**config.mk**
```make
export PLATFORM = sky130hd
export DESIGN_NAME = cnv_seq_top
export DESIGN_NICKNAME = d
export VERILOG_FILES = /design/src/rtl/cnv_seq_pkg.sv /design/src/rtl/cnv_sclk_sync.sv /design/src/rtl/cnv_out_shift.sv /design/src/rtl/cnv_seq_top.sv
export SDC_FILE = /design/constraint.sdc
export NUM_CORES = 1
export LEC_CHECK = 0
export BUFFER_PORTS_ARGS = -buffer_cell sky130_fd_sc_hd__buf_2
export CAP_MARGIN = 25
export CORE_MARGIN = 4
export CORE_UTILIZATION = 55
export DETAILED_ROUTE_END_ITERATION = 16
export GPL_TIMING_DRIVEN = 0
export PLACE_DENSITY = 0.79
export SYNTH_ARGS = -nofsm -noshare
export SYNTH_HDL_FRONTEND = slang
export SYNTH_SLANG_ARGS = --single-unit
```
**constraint.sdc**
```tcl
create_clock -name clk -period 4.4 [get_ports clk]
set_input_delay 0.22 -clock clk [delete_from_list [all_inputs] [get_ports clk]]
set_output_delay 0.22 -clock clk [all_outputs]
set_load 0.005 [all_outputs]
```
**src/rtl/cnv_seq_pkg.sv**
```systemverilog
package cnv_seq_pkg;

  typedef enum logic [1:0] {
    M_CONV  = 2'd0,
    M_CAL   = 2'd1,
    M_SLEEP = 2'd2
  } seq_mode_e;

  function automatic int max_of(input int a, input int b);
    return (a > b) ? a : b;
  endfunction

endpackage

```
**src/rtl/cnv_sclk_sync.sv**
```systemverilog
module cnv_sclk_sync (
  input  logic clk,
  input  logic rst_n,
  input  logic pin,
  output logic lvl,
  output logic rise,
  output logic fall
);

  logic s1, s2, s3;

  always_ff @(posedge clk or negedge rst_n) begin
    if (!rst_n) begin
      s1 <= 1'b0;
      s2 <= 1'b0;
      s3 <= 1'b0;
    end else begin
      s1 <= pin;
      s2 <= s1;
      s3 <= s2;
    end
  end

  assign lvl  = s2;
  assign rise = s2 & ~s3;
  assign fall = ~s2 & s3;

  // an edge is reported for one cycle only
  a_r12_edge_single: assert property (@(posedge clk) disable iff (!rst_n)
    rise |=> !rise);

endmodule

```
**src/rtl/cnv_out_shift.sv**
```systemverilog
module cnv_out_shift #(
  parameter int W = 24
) (
  input  logic         clk,
  input  logic         rst_n,
  input  logic         load,
  input  logic [W-1:0] ld_data,
  input  logic         force_hi,
  input  logic         shift,
  output logic         dout,
  output logic         msb
);

  logic [W-1:0] sh;

  always_ff @(posedge clk or negedge rst_n) begin
    if (!rst_n) begin
      sh   <= '0;
      dout <= 1'b1;
    end else if (load) begin
      sh   <= ld_data;
      dout <= 1'b0;
    end else if (force_hi) begin
      dout <= 1'b1;
    end else if (shift) begin
      dout <= sh[W-1];
      sh   <= {sh[W-2:0], 1'b0};
    end
  end

  assign msb = sh[W-1];

endmodule

```
**src/rtl/cnv_seq_top.sv**
```systemverilog
module cnv_seq_top
  import cnv_seq_pkg::*;
#(
  parameter int OUT_W       = 24,
  parameter int RAW_W       = 26,
  parameter int CONV_CYC    = 16640,
  parameter int UPD_CYC     = 96,
  parameter int SETTLE_CYC  = 52400,
  parameter int CAL_CYC     = 155000,
  parameter int WAKE_CYC    = 55800,
  parameter int WAKECAL_CYC = 158500,
  parameter int STBY_CYC    = 16560
) (
  input  logic             clk,
  input  logic             rst_n,
  input  logic             sclk,
  input  logic             sel_chan,
  input  logic             sel_buf,
  input  logic             sel_temp,
  input  logic [RAW_W-1:0] raw_result,
  output logic             dout
);

  localparam int TMAX = max_of(max_of(max_of(CONV_CYC, SETTLE_CYC),
                                      max_of(CAL_CYC, WAKE_CYC)), WAKECAL_CYC);
  localparam int TW = $clog2(TMAX + 1);
  localparam int HW = $clog2(STBY_CYC + 1);
  localparam int PW = $clog2(OUT_W + 3);
  localparam logic [PW-1:0] P_LAST = PW'(OUT_W);
  localparam logic [PW-1:0] P_ARM  = PW'(OUT_W + 1);
  localparam logic [PW-1:0] P_SAT  = PW'(OUT_W + 2);
  localparam logic [TW-1:0] T_WIN  = TW'(UPD_CYC + 1);
  localparam logic [TW-1:0] T_ONE  = TW'(1);
  localparam logic [HW-1:0] H_LAST = HW'(STBY_CYC - 1);
  localparam logic [HW-1:0] H_SAT  = HW'(STBY_CYC);

  // synchronized serial clock
  logic s_lvl, s_rise, s_fall;

  cnv_sclk_sync i_sync (
    .clk  (clk),
    .rst_n(rst_n),
    .pin  (sclk),
    .lvl  (s_lvl),
    .rise (s_rise),
    .fall (s_fall)
  );

  // result clipping
  logic [OUT_W-1:0] clipped;

  generate
    if (RAW_W > OUT_W) begin : g_clip
      logic [RAW_W-OUT_W:0] hi_bits;
      logic                 ovf;
      assign hi_bits = raw_result[RAW_W-1:OUT_W-1];
      assign ovf     = !((&hi_bits) || !(|hi_bits));
      assign clipped = !ovf ? raw_result[OUT_W-1:0] :
                       (raw_result[RAW_W-1] ? {1'b1, {(OUT_W-1){1'b0}}}
                                            : {1'b0, {(OUT_W-1){1'b1}}});
    end else begin : g_pass
      assign clipped = raw_result;
    end
  endgenerate

  // sequencer state
  seq_mode_e       mode;
  logic [TW-1:0]   tmr;
  logic [PW-1:0]   pcnt;
  logic [HW-1:0]   hi_cnt;
  logic            avail, armed;
  logic [2:0]      sel_q, sel_now;

  logic sel_chg, asleep, do_wake, do_restart, do_cal, do_sleep, normal;
  logic ready_evt, win_start, take_edge, shift_en, tail_hi, force_hi;
  logic sh_msb;

  always_comb begin
    sel_now    = {sel_chan, sel_buf, sel_temp};
    sel_chg    = (sel_now != sel_q);
    asleep     = (mode == M_SLEEP);
    do_wake    = asleep && !s_lvl;
    do_restart = !asleep && sel_chg;
    do_cal     = !asleep && !sel_chg && s_fall && armed;
    do_sleep   = !asleep && !sel_chg && !do_cal && (mode == M_CONV) &&
                 s_lvl && (hi_cnt == H_LAST);
    normal     = !asleep && !sel_chg && !do_cal && !do_sleep;
    ready_evt  = normal && (tmr == T_ONE);
    win_start  = normal && (tmr == T_WIN);
    take_edge  = normal && s_rise && avail && !win_start;
    shift_en   = take_edge && (pcnt < P_LAST);
    tail_hi    = take_edge && (pcnt >= P_LAST);
    force_hi   = do_restart || do_cal || do_sleep || win_start || tail_hi;
  end

  always_ff @(posedge clk or negedge rst_n) begin
    if (!rst_n) begin
      mode   <= M_CONV;
      tmr    <= TW'(SETTLE_CYC);
      pcnt   <= '0;
      hi_cnt <= '0;
      avail  <= 1'b0;
      armed  <= 1'b0;
      sel_q  <= '0;
    end else begin
      sel_q <= sel_now;
      if (!s_lvl) hi_cnt <= '0;
      else if (hi_cnt != H_SAT) hi_cnt <= hi_cnt + 1'b1;

      if (do_wake) begin
        mode  <= armed ? M_CAL : M_CONV;
        tmr   <= armed ? TW'(WAKECAL_CYC) : TW'(WAKE_CYC);
        armed <= 1'b0;
        pcnt  <= '0;
      end else if (do_restart) begin
        mode  <= M_CONV;
        tmr   <= TW'(SETTLE_CYC);
        avail <= 1'b0;
        armed <= 1'b0;
        pcnt  <= '0;
      end else if (do_cal) begin
        mode  <= M_CAL;
        tmr   <= TW'(CAL_CYC);
        avail <= 1'b0;
        armed <= 1'b0;
      end else if (do_sleep) begin
        mode  <= M_SLEEP;
        avail <= 1'b0;
      end else if (ready_evt) begin
        mode  <= M_CONV;
        tmr   <= TW'(CONV_CYC);
        avail <= 1'b1;
        pcnt  <= '0;
      end else begin
        tmr <= tmr - 1'b1;
        if (win_start) avail <= 1'b0;
        if (take_edge) begin
          if (pcnt != P_SAT) pcnt <= pcnt + 1'b1;
          if (pcnt == P_ARM) armed <= 1'b1;
        end
      end
    end
  end

  cnv_out_shift #(.W(OUT_W)) i_shift (
    .clk     (clk),
    .rst_n   (rst_n),
    .load    (ready_evt),
    .ld_data (clipped),
    .force_hi(force_hi),
    .shift   (shift_en),
    .dout    (dout),
    .msb     (sh_msb)
  );

  // a ready event pulls the line low
  a_r1_ready_low: assert property (@(posedge clk) disable iff (!rst_n)
    ready_evt |=> !dout);

  // an accepted edge presents the current top bit
  a_r2_msb_first: assert property (@(posedge clk) disable iff (!rst_n)
    shift_en |=> (dout == $past(sh_msb)));

  // edges past the last bit release the line
  a_r3_tail_release: assert property (@(posedge clk) disable iff (!rst_n)
    tail_hi |=> dout);

  // the line does not move inside the update window
  a_r4_window_quiet: assert property (@(posedge clk) disable iff (!rst_n)
    (mode != M_SLEEP && tmr <= TW'(UPD_CYC) && tmr > T_ONE) |=> $stable(dout));

  // a select change holds the line high
  a_r7_select_hold: assert property (@(posedge clk) disable iff (!rst_n)
    sel_chg |=> dout);

  // standby keeps the line high
  a_r9_sleep_high: assert property (@(posedge clk) disable iff (!rst_n)
    (mode == M_SLEEP) |-> dout);

  // wakeup loads one of the two wake delays
  a_r10_wake_delay: assert property (@(posedge clk) disable iff (!rst_n)
    $fell(mode == M_SLEEP) |-> (tmr == TW'(WAKE_CYC) || tmr == TW'(WAKECAL_CYC)));

endmodule

```
# Word-level counts from Yosys, hierarchy flattened
# Cells that the tools add are included.
[op_classes] add_sub_neg=3 magnitude_cmp=2 n_eq_ne=14 n_mux=41 n_bitwise=5 n_reduce_logical=44
[op_table] operator="2-to-1 mux 24 bit" count=5
[op_table] operator="2-to-1 mux 18 bit" count=6
[op_table] operator="2-to-1 mux 5 bit" count=7
[op_table] operator="2-to-1 mux 15 bit" count=2
[op_table] operator="equality test 18 x 1 -> 1 bit, second input constant" count=1
[op_table] operator="equality test 18 x 7 -> 1 bit, second input constant" count=1
[op_table] operator="subtractor 18 x 1 -> 18 bit, second input constant" count=1
[op_table] operator="logical AND 1 bit" count=17
[op_table] operator="2-to-1 mux 1 bit" count=16
[op_table] operator="nonzero test 4 bit" count=4
[op_table] operator="adder 15 x 1 -> 15 bit, second input constant" count=1
[op_table] operator="equality test 15 bit, second input constant" count=1
[op_table] operator="inequality test 15 bit, second input constant" count=1
[op_table] operator="2-to-1 mux 2 bit" count=5
[op_table] operator="nonzero test 5 bit" count=2
[op_table] operator="inequality test 4 bit, second input constant" count=2
[op_table] operator="AND reduction 4 bit" count=2
[op_table] operator="logical NOT 1 bit" count=7
[op_table] operator="inequality test 3 bit, second input constant" count=2
[op_table] operator="adder 5 x 1 -> 5 bit, second input constant" count=1
[op_table] operator="equality test 5 bit, second input constant" count=1
[op_table] operator="greater-or-equal comparator 5 bit, second input constant" count=1
[op_table] operator="logical OR 1 bit" count=5
[op_table] operator="< comparator 5 bit, second input constant" count=1
[op_table] operator="13 further kinds" count=17
[word_totals] regBits=73 input_bits=32 output_inout_bits=1 elab_cells=121

# Depth between registers and ports, before layout
[depth] depth_word=21 depth_mapped=9 mapped_depth_nobuf=8

# Hierarchy
# Synthesis repeated with hierarchy kept, for this count alone.
[unflattened] hier_cells=494 area_unflattened_um2=4514.3
[by_module_without_submodules] mod="cnv_seq_top" instances=1 cells_per_inst=374 area_each_um2=2976.6 seq_area_each_um2=1134.8
[by_module_without_submodules] mod="cnv_out_shift" instances=1 cells_per_inst=115 area_each_um2=1447.6 seq_area_each_um2=626.9
[by_module_without_submodules] mod="cnv_sclk_sync" instances=1 cells_per_inst=5 area_each_um2=90.1 seq_area_each_um2=75.1

# Worst setup path after synthesis
# OpenSTA, ideal clock, no wires.
[synth_path] path_type="reg-to-reg" startpoint="reg mode[1]" endpoint="reg i_shift.sh[13]" setup_time_ns=0.073 arrival_time_ns=2.220 required_time_ns=4.327 setup_slack_ns=2.107 stages_incl_launch_ff=9 path_buffers=2 period_less_slack_ns=2.293 cell_sequence="dfrtp_1 nor2b_1 or4_1 buf_2 nor4_4 and3_4 buf_6 o21ai_1 a2bb2oi_2"
[synth_via] elab_chain_cells=19 word_cells_on_any_way=30 cone_classes="eq/ne: 2; mux: 1; reduce/logical: 27"
[synth_lines] item="from (decl)" line="cnv_seq_top.sv:67" source="seq_mode_e mode;"
[synth_lines] item="from (signal assigned)" line="cnv_seq_top.sv:111" source="mode <= armed ? M_CAL : M_CONV;"
[synth_lines] item="equality test 2 bit" line="cnv_seq_top.sv:81" source="asleep = (mode == M_SLEEP);"
[synth_lines] item="logical NOT 1 bit"
[synth_lines] item="logical AND 1 bit" line="cnv_seq_top.sv:84, cnv_seq_top.sv:85, cnv_seq_top.sv:87"
[synth_lines] item="logical AND 1 bit (2 in a row)" line="cnv_seq_top.sv:84" source="do_cal = !asleep && !sel_chg && s_fall && armed;"
[synth_lines] item="logical NOT 1 bit" line="cnv_seq_top.sv:85, cnv_seq_top.sv:87"
[synth_lines] item="logical AND 1 bit" line="cnv_seq_top.sv:85, cnv_seq_top.sv:87"
[synth_lines] item="logical AND 1 bit (2 in a row)" line="cnv_seq_top.sv:85" source="do_sleep = !asleep && !sel_chg && !do_cal && (mode == M_CONV) &&"
[synth_lines] item="logical AND 1 bit" line="cnv_seq_top.sv:86" source="s_lvl && (hi_cnt == H_LAST);"
[synth_lines] item="logical NOT 1 bit" line="cnv_seq_top.sv:87" source="normal = !asleep && !sel_chg && !do_cal && !do_sleep;"
[synth_lines] item="logical AND 1 bit" line="cnv_seq_top.sv:87"
[synth_lines] item="logical AND 1 bit (on tied branches)" line="cnv_seq_top.sv:90, cnv_seq_top.sv:89"
[synth_lines] item="logical AND 1 bit / logical NOT 1 bit (equally long branches)" line="cnv_seq_top.sv:90" source="take_edge = normal && s_rise && avail && !win_start;"
[synth_lines] item="logical AND 1 bit" line="cnv_seq_top.sv:90"
[synth_lines] item="logical AND 1 bit" line="cnv_seq_top.sv:92" source="tail_hi = take_edge && (pcnt >= P_LAST);"
[synth_lines] item="logical OR 1 bit" line="cnv_seq_top.sv:93" source="force_hi = do_restart || do_cal || do_sleep || win_start || tail_hi;"
[synth_lines] item="inequality test 2 x 1 -> 1 bit (no line)"
[synth_lines] item="AND reduction 2 bit (no line)"
[synth_lines] item="to (signal assigned)" line="cnv_out_shift.sv:21" source="sh <= ld_data;"
[synth_lines] item="to (signal assigned)" line="cnv_out_shift.sv:27" source="sh <= {sh[W-2:0], 1'b0};"
[synth_lines] item="to (decl)" line="cnv_out_shift.sv:14" source="logic [W-1:0] sh;"
# Several ways; a longest one is shown, not always the timed one.
# A chain may end at the register's enable or synchronous reset.

# Worst setup path in the final report
[layout_path] startpoint="in sel_temp" endpoint="reg mode[0]"
[layout_via] elab_chain_cells=14 word_cells_on_any_way=19 cone_classes="eq/ne: 1; mux: 4; reduce/logical: 14"
[layout_lines] item="from (decl)" line="cnv_seq_top.sv:19" source="input logic sel_temp,"
[layout_lines] item="inequality test 3 bit (*)" line="cnv_seq_top.sv:80" source="sel_chg = (sel_now != sel_q);"
[layout_lines] item="logical NOT 1 bit" line="cnv_seq_top.sv:84, cnv_seq_top.sv:85, cnv_seq_top.sv:87"
[layout_lines] item="logical AND 1 bit" line="cnv_seq_top.sv:84, cnv_seq_top.sv:85, cnv_seq_top.sv:87"
[layout_lines] item="logical AND 1 bit (2 in a row)" line="cnv_seq_top.sv:84"
[layout_lines] item="logical NOT 1 bit" line="cnv_seq_top.sv:85, cnv_seq_top.sv:87"
[layout_lines] item="logical AND 1 bit" line="cnv_seq_top.sv:85, cnv_seq_top.sv:87"
[layout_lines] item="logical AND 1 bit (2 in a row)" line="cnv_seq_top.sv:85"
[layout_lines] item="logical AND 1 bit" line="cnv_seq_top.sv:86"
[layout_lines] item="2-to-1 mux 2 bit / logical NOT 1 bit (equally long branches)" line="cnv_seq_top.sv:126, cnv_seq_top.sv:87"
[layout_lines] item="2-to-1 mux 2 bit / logical AND 1 bit (equally long branches)" line="cnv_seq_top.sv:121, cnv_seq_top.sv:87"
[layout_lines] item="2-to-1 mux 2 bit / logical AND 1 bit (equally long branches)" line="cnv_seq_top.sv:115, cnv_seq_top.sv:88"
[layout_lines] item="2-to-1 mux 2 bit / nonzero test 5 bit (equally long branches)"
# Mark *: on every way between the ends. The rest lies on a longest branch, timed or not.

==> metrics.txt <==
Unique masters post-synth 54; commonest non-fill, non-tap cell in the layout dfrtp_1; drt wl/cell 15.2 um; relative slew slack 0.423; TNS Setup 0 ns; hold crit path type input port to register; CTS buffer count 9; Initial DRT Pass Iterations 5; worst-path fanout max 10; Initial Utilization 0.572; final WL 8.73 mm; vias in the first global route 3403; final setup fails 0; Period minus WS final 3.05 ns; RD Place Congestion 0.994; cts repair resizes 0; sw frac 0.228; multi-input logic area 1960 sq um; All-Layer GR Usage 0.221; Setup WS post-layout 1.35 ns; diode count 0; die area 8550 sq um; P_int 1.09 mW; Ports 33; Placed Instance Area 4240 sq um; Post-Layout Inst Area 4520 sq um; dpl ws 1.57 ns; vias per inst 5.90; Rows 30; largest net degree at the start of global routing 54; DRT antenna net count 0; worst stage delay on the critical path 0.62 ns; sequential cell area fraction in the yosys report 0.468; Reg power frac 0.487; core area 6870 sq um; Cell Pwr Density 313 nW/um^2; post-synth top area cell dfrtp_1; H-Tree Depth 3; Max Cap Violations 0; RSZ-0062 raised after global routing false; Reg area 1840 sq um; DRC viols 0; Data required, critical path 4.63 ns; Top delay family on crit path simple AND/OR/NAND/NOR gates; Most used DFF post-synth dfrtp_1; CTS clock-pin slew for the worst setup and hold paths 0.07 ns; yosys warns 0; ranking of synthesized cells by area dfrtp_1 (41%), dfstp_2 (5.4%), nand3_1 (4.5%); Static Leak 1.93 nW; Hold Vio Cnt, Final 0; DRT iter0 DRCs 264; sw power 0.323 mW; Die Wd 92.5 um; worst-margin pin slew 0.864 ns; gr ovfl total 0; crit path kind input port to register; Mapped Cells 425; buffer and inverter count on the worst path 2; share of cells above drive strength 1 0.167; CTS Buffer Depth 2; Die Span Y 92.5 um; fmax 328 MHz; combinational power share 0.069; area share of the largest cell type after synthesis 0.414; syn_nets 465; #FFs+latches synth 73; crit end category register; status complete, no violations; fillers 565; # clock sinks 73; final clock skew 0.0153 ns; first-pass GRT wire length 15.4 mm; most frequent cells in the layout dfrtp_1 (65), nor2_1 (46), nand2_1 (45); crit path DAT 3.28 ns; CP startpoint kind input port; crit path cell chain dlygate4sd3_1 -> buf_2 -> xor2_1 -> nor4_1 -> a21oi_1 -> nor2_1 -> nand2_1 -> mux2_2; Port-buffer cells 32; Peak supply drop 0.300 mV; Post-synth ARST share 1.00; vias 3391; clock network power share 0.444; Critical-path top delay cell nor2_1; Final period util 0.693; Slew Viols, Final 0; TritonCTS clock tree done; Mapped Area 3930 sq um; CTS root buffer clkbuf_8; EDFF count, synth 0; total power draw 1.42 mW; Layout area overhead 15.2%; Final Core Density 0.658; syn_area_per_cell 9.24 sq um; DP HPWL 6.26 mm; initial antenna violation count 0; worst skew pair latency 0.35 ns; Total Nets Final 514
## registers in the layout, summed over array words and instances, names as in the netlist
| register | cells |
|---|---|
| armed | 1 |
| avail | 1 |
| hi_cnt | 15 |
| i_shift.dout | 1 |
| i_shift.sh | 24 |
| i_sync.lvl | 1 |
| i_sync.s1 | 1 |
| i_sync.s3 | 1 |
| mode | 2 |
| pcnt | 5 |
| sel_q | 3 |
| tmr | 18 |
## cells in the mapped netlist (2+ instances only)
| cell | n |
|---|---|
| a21oi_1 | 11 |
| a2bb2oi_1 | 3 |
| a2bb2oi_2 | 10 |
| a31oi_1 | 3 |
| a32o_1 | 3 |
| a41oi_1 | 2 |
| and2_1 | 5 |
| and3_1 | 6 |
| buf_2 | 2 |
| buf_4 | 2 |
| clkbuf_1 | 12 |
| dfrtp_1 | 65 |
| dfstp_2 | 8 |
| ha_1 | 8 |
| inv_1 | 13 |
| mux2i_1 | 4 |
| nand2_1 | 45 |
| nand2_2 | 2 |
| nand3_1 | 35 |
| nand4_1 | 10 |
| nor2_1 | 46 |
| nor2b_1 | 2 |
| nor3_1 | 11 |
| nor4_1 | 5 |
| nor4b_1 | 3 |
| o211ai_1 | 4 |
| o21ai_0 | 35 |
| o21ai_1 | 21 |
| o22ai_1 | 2 |
| o311ai_0 | 2 |
| o31ai_1 | 2 |
| or3_1 | 2 |
| or4_1 | 2 |
| xnor2_1 | 11 |
| xor2_1 | 9 |
## worst reg2reg max path, stage by stage, from the launching register on
cell and delay [ns]:
dfrtp_1 0.41, nor2b_1 0.19, nor4_1 0.61, a21oi_1 0.27, nor2_1 0.62, nand2_1 0.39, mux2_2 0.36
## metrics by stage
step / hold WS (ns) / std cells
after global routing: 0.111 / 575
after floorplan: -0.0756 / 425
after CTS: 0.00367 / 574
after detailed placement: 0.132 / 554
final: 0.101 / 575
after global placement: 0.330 / 553
## power groups by stage
stage / sequential [mW] / combinational, mW / clock (mW)
floorplan: 0.700 / 0.0484 / 0
global placement: 0.702 / 0.0886 / 0
detailed placement: 0.703 / 0.0942 / 0
CTS: 0.690 / 0.0972 / 0.637
global route: 0.692 / 0.110 / 0.670
finish: 0.690 / 0.0977 / 0.629
## worst paths after layout
check                               from  depth (start not counted)  slack, ns             to
max                             sel_temp                          8       1.35        mode[0]
min                        raw_result[0]                          3       0.10  i_shift.sh[0]
max reg2reg                      mode[1]                          6       1.43        mode[0]
min reg2reg                    i_sync.s1                          0       0.35     i_sync.lvl
max in group asynchronous          rst_n                          3       3.48   i_shift.dout
min in group asynchronous          rst_n                          2       0.32     hi_cnt[10]
## final cells by class
type	instances	share of cell area
multi-input combinational	322	0.433
sequential	73	0.406
timing repair buffer	38	0.0531
clock buffer	11	0.0291
tap	96	0.0266
clock inverter	5	0.0230
buffer	17	0.0180
inverter	13	0.0108
## kinds of logic after synthesis
logic type,Yosys count,synth area share
and+or+nand+nor,184,0.234
AOI/OAI and AO/OA,105,0.182
buffers and inverters,30,0.0331
DFF,73,0.468
xor gates and xnor gates,20,0.0446
muxes,5,0.0131
adders and majority gates,8,0.0255
## metal layers
layer  share of wire  track usage
met4           0.015       0.0767
met3           0.068       0.0577
met5               0            0
met2            0.47        0.366
met1            0.44        0.280
## repair_timing
action,in CTS,in global routing
hold endpoints to repair,20,1
hold buffers,4,1
setup buffers,0,0
No activity file was read; power rests on OpenSTA's default activity.
